$ cat config.mk
export PLATFORM = sky130hd
export DESIGN_NAME = fetch_frontend
export DESIGN_NICKNAME = d
export VERILOG_FILES = /design/src/rtl/fe_pkg.sv /design/src/rtl/fe_len_decode.sv /design/src/rtl/fe_ctrl.sv /design/src/rtl/fe_pc.sv /design/src/rtl/fe_issue.sv /design/src/rtl/fetch_frontend.sv
export SDC_FILE = /design/constraint.sdc
export NUM_CORES = 1
export LEC_CHECK = 0
export BUFFER_PORTS_ARGS = -buffer_cell sky130_fd_sc_hd__buf_4
export CAP_MARGIN = 20
export CORE_ASPECT_RATIO = 1.75
export CORE_MARGIN = 4
export CORE_UTILIZATION = 45
export CTS_CLUSTER_DIAMETER = 40
export DETAILED_ROUTE_END_ITERATION = 10
export GPL_TIMING_DRIVEN = 0
export PLACE_DENSITY = 0.66
export SLEW_MARGIN = 20
export SYNTH_ARGS = -nofsm -noshare
export SYNTH_HDL_FRONTEND = slang
export SYNTH_HIERARCHICAL = 1
export SYNTH_SLANG_ARGS = --single-unit
$ cat constraint.sdc
create_clock -name clk -period 4.55 [get_ports clk]
set_clock_uncertainty 0.1 [all_clocks]
set_input_delay 1.365 -clock clk [delete_from_list [all_inputs] [get_ports clk]]
set_output_delay 1.365 -clock clk [all_outputs]
set_load 0.01 [all_outputs]
$ cat src/rtl/fe_pkg.sv
package fe_pkg;

    // Sequencer state: whether a read is in flight and whether a first half is held
    typedef enum logic [1:0] {
        FE_EMPTY  = 2'd0,
        FE_STREAM = 2'd1,
        FE_UPPER  = 2'd2
    } fe_state_t;

endpackage

$ cat src/rtl/fe_len_decode.sv
module fe_len_decode #(
    parameter int             IW         = 16,
    parameter logic [IW-1:0]  LONG_MASK  = 16'hF000,
    parameter logic [IW-1:0]  LONG_MATCH = 16'hF000
) (
    input  logic [IW-1:0] word,
    output logic          is_long
);

    assign is_long = ((word & LONG_MASK) == LONG_MATCH);

endmodule

$ cat src/rtl/fe_ctrl.sv
module fe_ctrl
    import fe_pkg::*;
(
    input  logic      clk,
    input  logic      rst_n,
    input  logic      br_take,
    input  logic      slot_free,
    input  logic      word_long,
    output fe_state_t state,
    output logic      take,
    output logic      reissue
);

    fe_state_t state_q;
    fe_state_t state_d;

    // State register
    always_ff @(posedge clk or negedge rst_n) begin
        if (!rst_n) begin
            state_q <= FE_EMPTY;
        end else begin
            state_q <= state_d;
        end
    end

    // Next state
    always_comb begin
        state_d = state_q;
        unique case (state_q)
            FE_EMPTY: begin
                state_d = FE_STREAM;                       // fill
            end
            FE_STREAM: begin
                if (br_take) begin
                    state_d = FE_STREAM;                   // redirect
                end else if (slot_free && word_long) begin
                    state_d = FE_UPPER;                    // split
                end
            end
            FE_UPPER: begin
                if (br_take || slot_free) begin
                    state_d = FE_STREAM;                   // redirect or join
                end
            end
            default: begin
                state_d = FE_EMPTY;
            end
        endcase
    end

    // Outputs
    always_comb begin
        take    = 1'b0;
        reissue = 1'b0;
        unique case (state_q)
            FE_EMPTY: begin
                take    = 1'b0;
                reissue = 1'b0;
            end
            FE_STREAM, FE_UPPER: begin
                take    = slot_free && !br_take;
                reissue = !slot_free && !br_take;
            end
            default: begin
                take    = 1'b0;
                reissue = 1'b0;
            end
        endcase
    end

    assign state = state_q;

endmodule

$ cat src/rtl/fe_pc.sv
module fe_pc #(
    parameter int PC_W = 13
) (
    input  logic            clk,
    input  logic            rst_n,
    input  logic            br_take,
    input  logic [PC_W-1:0] br_target,
    input  logic            reissue,
    output logic [PC_W-1:0] imem_addr,
    output logic [PC_W-1:0] req_pc
);

    localparam logic [PC_W-1:0] PC_ONE = {{(PC_W-1){1'b0}}, 1'b1};

    logic [PC_W-1:0] pc_q;
    logic [PC_W-1:0] rq_q;

    // Address select: redirect, repeat the in-flight read, or continue
    always_comb begin
        if (br_take) begin
            imem_addr = br_target;
        end else if (reissue) begin
            imem_addr = rq_q;
        end else begin
            imem_addr = pc_q;
        end
    end

    // Counter wraps naturally at 2**PC_W
    always_ff @(posedge clk or negedge rst_n) begin
        if (!rst_n) begin
            pc_q <= '0;
            rq_q <= '0;
        end else begin
            rq_q <= imem_addr;
            pc_q <= imem_addr + PC_ONE;
        end
    end

    assign req_pc = rq_q;

endmodule

$ cat src/rtl/fe_issue.sv
module fe_issue #(
    parameter int PC_W = 13,
    parameter int IW   = 16
) (
    input  logic            clk,
    input  logic            rst_n,
    input  logic            take,
    input  logic            in_upper,
    input  logic            word_long,
    input  logic            br_take,
    input  logic            slot_free,
    input  logic [IW-1:0]   word,
    input  logic [PC_W-1:0] req_pc,
    output logic            dec_valid,
    output logic            dec_long,
    output logic [PC_W-1:0] dec_pc,
    output logic [IW-1:0]   dec_w0,
    output logic [IW-1:0]   dec_w1
);

    logic [IW-1:0]   half_w;
    logic [PC_W-1:0] half_pc;

    always_ff @(posedge clk or negedge rst_n) begin
        if (!rst_n) begin
            dec_valid <= 1'b0;
            dec_long  <= 1'b0;
            dec_pc    <= '0;
            dec_w0    <= '0;
            dec_w1    <= '0;
            half_w    <= '0;
            half_pc   <= '0;
        end else if (br_take) begin
            dec_valid <= 1'b0;
        end else if (take) begin
            if (in_upper) begin
                dec_valid <= 1'b1;
                dec_long  <= 1'b1;
                dec_pc    <= half_pc;
                dec_w0    <= half_w;
                dec_w1    <= word;
            end else if (word_long) begin
                half_w    <= word;
                half_pc   <= req_pc;
                dec_valid <= 1'b0;
            end else begin
                dec_valid <= 1'b1;
                dec_long  <= 1'b0;
                dec_pc    <= req_pc;
                dec_w0    <= word;
                dec_w1    <= '0;
            end
        end else if (slot_free) begin
            dec_valid <= 1'b0;
        end
    end

endmodule

$ cat src/rtl/fetch_frontend.sv
module fetch_frontend
    import fe_pkg::*;
#(
    parameter int            PC_W       = 13,
    parameter int            IW         = 16,
    parameter logic [IW-1:0] LONG_MASK  = 16'hF000,
    parameter logic [IW-1:0] LONG_MATCH = 16'hF000
) (
    input  logic            clk,
    input  logic            rst_n,
    output logic [PC_W-1:0] imem_addr,
    input  logic [IW-1:0]   imem_rdata,
    input  logic            ex_hold,
    input  logic            br_take,
    input  logic [PC_W-1:0] br_target,
    output logic            dec_valid,
    output logic            dec_long,
    output logic [PC_W-1:0] dec_pc,
    output logic [IW-1:0]   dec_w0,
    output logic [IW-1:0]   dec_w1
);

    fe_state_t       state;
    logic            take;
    logic            reissue;
    logic            word_long;
    logic            slot_free;
    logic [PC_W-1:0] req_pc;

    // Execute releases the slot unless it is holding a valid instruction
    assign slot_free = !dec_valid || !ex_hold;

    fe_len_decode #(
        .IW         (IW),
        .LONG_MASK  (LONG_MASK),
        .LONG_MATCH (LONG_MATCH)
    ) u_len (
        .word    (imem_rdata),
        .is_long (word_long)
    );

    fe_ctrl u_ctrl (
        .clk       (clk),
        .rst_n     (rst_n),
        .br_take   (br_take),
        .slot_free (slot_free),
        .word_long (word_long),
        .state     (state),
        .take      (take),
        .reissue   (reissue)
    );

    fe_pc #(
        .PC_W (PC_W)
    ) u_pc (
        .clk       (clk),
        .rst_n     (rst_n),
        .br_take   (br_take),
        .br_target (br_target),
        .reissue   (reissue),
        .imem_addr (imem_addr),
        .req_pc    (req_pc)
    );

    fe_issue #(
        .PC_W (PC_W),
        .IW   (IW)
    ) u_issue (
        .clk       (clk),
        .rst_n     (rst_n),
        .take      (take),
        .in_upper  (state == FE_UPPER),
        .word_long (word_long),
        .br_take   (br_take),
        .slot_free (slot_free),
        .word      (imem_rdata),
        .req_pc    (req_pc),
        .dec_valid (dec_valid),
        .dec_long  (dec_long),
        .dec_pc    (dec_pc),
        .dec_w0    (dec_w0),
        .dec_w1    (dec_w1)
    );

endmodule

==> run_results.csv <==
group,metric,value,unit
final_layout,antennaDiodeCount,0,
place,dp_hpwl,7280,µm
routing,wl_per_cell,17.8,µm
yosys,avgSynthCellArea,14.8,µm²
floorplanning,row_count,49,
final_layout,area_growth_syn_to_layout,24.6,%
setup_path,crit-reg2reg-launch,"u_ctrl/state[0]$_DFFE_PN0P_",
yosys,syn_nets,364,
routing,dr.pass1.iters,4,
setup_path,critPathKind,"input port to output port",
timing,post-route-period-util,0.970,
routing,drtAntennaViolNets,0,
yosys,synth-main-ff-cell,"dfrtp_1",
grt,grt_max_degree,105,
floorplanning,die-area,12500,µm²
yosys,seq_area_frac_synth,0.538,
cts,cts_tree,"done",
outcome,status,"completed",
yosys,syn_inst,326,
floorplanning,die_w,86.4,µm
cts,postCtsHoldBufs,0,
grt,overflow,0,
grt,grt_pass1_vias,3298,
timing,tightest_slew,0.936,ns
yosys,ys_top_cells_by_area,"dfrtp_1, mux2_2, mux2_4",
yosys,ys_ff_latch,104,
pwr,cellLeakagePower,2.83,nW
final_layout,nNetsFinal,467,
cts,numCtsBuffers,9,
yosys,synth_largest_area_cell,"dfrtp_1",
yosys,synth_edf_count,0,
setup_path,reg2reg_depth,11,
setup_path,crit_required,3.08,ns
pwr,power_density,502,nW/µm²
routing,vias,2904,
min_path,min_to,"u_issue/dec_long$_DFFE_PN0P_",
final_layout,post-route-util,0.578,
cts,clock_path_buffers,2,
setup_path,worst_setup_path_end_kind,"output port",
setup_path,crit_start,"ex_hold",
yosys,netlist_area,4840,µm²
min_path,min_from,"u_issue/dec_long$_DFFE_PN0P_",
timing,setup_violations,0,
yosys,ys_types,49,
timing,setup-tns-final,0,ns
setup_path,r2r_slack,1.43,ns
yosys,synthArstFlopShare,1.00,
setup_path,critPathMaxFanout,6,
setup_path,worstPathArrival,2.95,ns
cts,post_cts_buffers,0,
setup_path,worst_r2r_endpoint,"u_pc/pc_q[12]$_DFF_PN0_",
cts,cts-htree-levels,3,
final_layout,drive_above_1_share,0.548,
timing,max_clock_freq,226,MHz
routing,wirelength,9970,µm
cts,cts_root_buffer,"clkbuf_16",
timing,min_period,4.42,ns
place,portBuffers,92,
grt,track_usage,0.168,
routing,route.detailed.drc,0,
timing,slew_headroom,0.376,
pwr,max-vdd-ir-drop,0.258,mV
timing,rsz0062_at_grt,"false",
floorplanning,start_util,0.464,
cts,worstSkewPairLatency,0.34,ns
grt,grt_pass1_wl,16700,µm
floorplanning,die_h,145,µm
timing,finalHoldViolations,0,
yosys,synth_top_area_share,0.538,
floorplanning,pin_count,93,
cts,clkTransAtPathRegs,0.06,ns
routing,drt_iter0_markers,80,
grt,antenna_found_initial,0,
setup_path,cp-start-kind,"input port",
min_path,holdPathStages,1,
run,maxCapViolations,0,
cts,clock-sinks,104,
yosys,ys_warn_count,6,
routing,via_per_inst,5.18,
place,routabilityCongestion,0.744,
min_path,min_path_type,"flop to flop",
floorplanning,core_region_area,10400,µm²
timing,maxSlewViolCount,0,
[worst max path at each step]
| stage | to | slack, ns | cells past startpoint |
|---|---|---|---|
| 3_5_place_dp | imem_addr[3] | 0.01 | 8 |
| 4_1_cts | imem_addr[6] | 0.01 | 9 |
| 6_report | imem_addr[4] | 0.13 | 8 |
| 3_3_place_gp | imem_addr[5] | 0.004 | 9 |
| 5_1_grt | imem_addr[4] | 0.04 | 8 |
| 2_1_floorplan | imem_addr[6] | 0.43 | 7 |
[cells by family (layout without fill, tap and decap cells)]
family / count (synthesis) / count (layout) / share of synthesized area
fa+ha+maj: 5 / 5 / 0.0129
mux: 108 / 108 / 0.279
simple gates: 36 / 36 / 0.0546
xor+xnor: 11 / 11 / 0.0199
flops: 104 / 104 / 0.538
buf+inv: 29 / 137 / 0.0414
compound gates: 33 / 33 / 0.0543
[placed cells by master, fill, tap and decap left out, types with 2 or more instances in the layout]
| cell | netlist | layout |
|---|---|---|
| a22o_1 | 16 | 16 |
| mux2_2 | 62 | 62 |
| ha_1 | 5 | 5 |
| nand2_1 | 8 | 8 |
| mux2i_2 | 3 | 3 |
| nor2_2 | 2 | 2 |
| mux2_4 | 33 | 33 |
| xnor2_1 | 11 | 11 |
| nor2_1 | 3 | 3 |
| clkbuf_16 | 0 | 9 |
| clkinv_2 | 0 | 2 |
| nand2b_4 | 2 | 2 |
| nand4_1 | 4 | 4 |
| clkbuf_8 | 0 | 2 |
| dfrtp_1 | 104 | 104 |
| clkinvlp_4 | 0 | 2 |
| nand3_1 | 3 | 3 |
| buf_4 | 1 | 92 |
| inv_1 | 12 | 12 |
| mux2i_1 | 8 | 6 |
| nand2b_1 | 2 | 2 |
| buf_6 | 7 | 8 |
| buf_2 | 6 | 6 |
| and2b_1 | 2 | 2 |
| o21ai_0 | 4 | 4 |
| mux2i_4 | 1 | 3 |
[what timing repair did]
item                       4_1_cts  5_1_grt
setup endpoints to repair        0        6
hold endpoints to repair         0        0
gates resized for setup          0        5
[flip-flops by register name (all words and copies together), names as in the netlist]
name and count:
u_ctrl/state 2, u_issue/dec_long 1, u_issue/dec_pc 13, u_issue/dec_valid 1
u_issue/dec_w0 16, u_issue/dec_w1 16, u_issue/half_pc 13, u_issue/half_w 16
u_pc/pc_q 13, u_pc/req_pc 13
[metrics by stage]
step / power (mW) / cells / hold slack, ns / setup WS, ns / cell area (µm²)
floorplan: 1.85 / 326 / 0.375 / 0.425 / 4840
global placement: 2.23 / 545 / 0.361 / 0.00364 / 5690
detailed placement: 2.27 / 545 / 0.374 / 0.0140 / 5690
CTS: 3.07 / 561 / 0.389 / 0.0109 / 6000
global route: 3.20 / 561 / 0.412 / 0.0357 / 6030
finish: 3.03 / 561 / 0.394 / 0.134 / 6030
[Yosys cell counts, drive strengths merged, types with 3 or more instances]
master,instances
a22o,16
buf,16
dfrtp,104
ha,5
inv,13
mux2,96
mux2i,12
nand2,8
nand2b,4
nand3,3
nand4,4
nor2,5
o21ai,5
xnor2,11
[layer usage]
metal  track usage  part of all wire  up-vias  wire (µm)
met3        0.0301             0.045       11        447
met1         0.198              0.39     1467       3880
li1              -                 -     1360          -
met4        0.0538             0.013        0        131
met2         0.302              0.55       66       5500
met5             0                 0        -          0
[report_power, final]
part	internal [mW]	switching, mW
Combinational	0.539	0.370
Clock	0.455	0.333
Sequential	1.18	0.146
[cell type report]
| class | count | area (µm²) |
|---|---|---|
| Fill cell | 885 | 4390 |
| Tap cell | 127 | 159 |
| Inverter | 13 | 48.8 |
| Buffer | 16 | 151 |
| Timing Repair Buffer | 92 | 694 |
| Clock inverter | 5 | 55.1 |
| Sequential cell | 104 | 2600 |
| Multi-Input combinational cell | 193 | 2060 |
| Clock buffer | 11 | 253 |
[critical path, cell delays in order]
cell     delay, ns
buf_4         0.08
nand2_1       0.13
nor3b_2       0.22
buf_6         0.16
mux2_2        0.33
mux2i_1       0.34
inv_1         0.15
buf_4         0.17
Note: power is estimated with default switching activity, not from simulation.
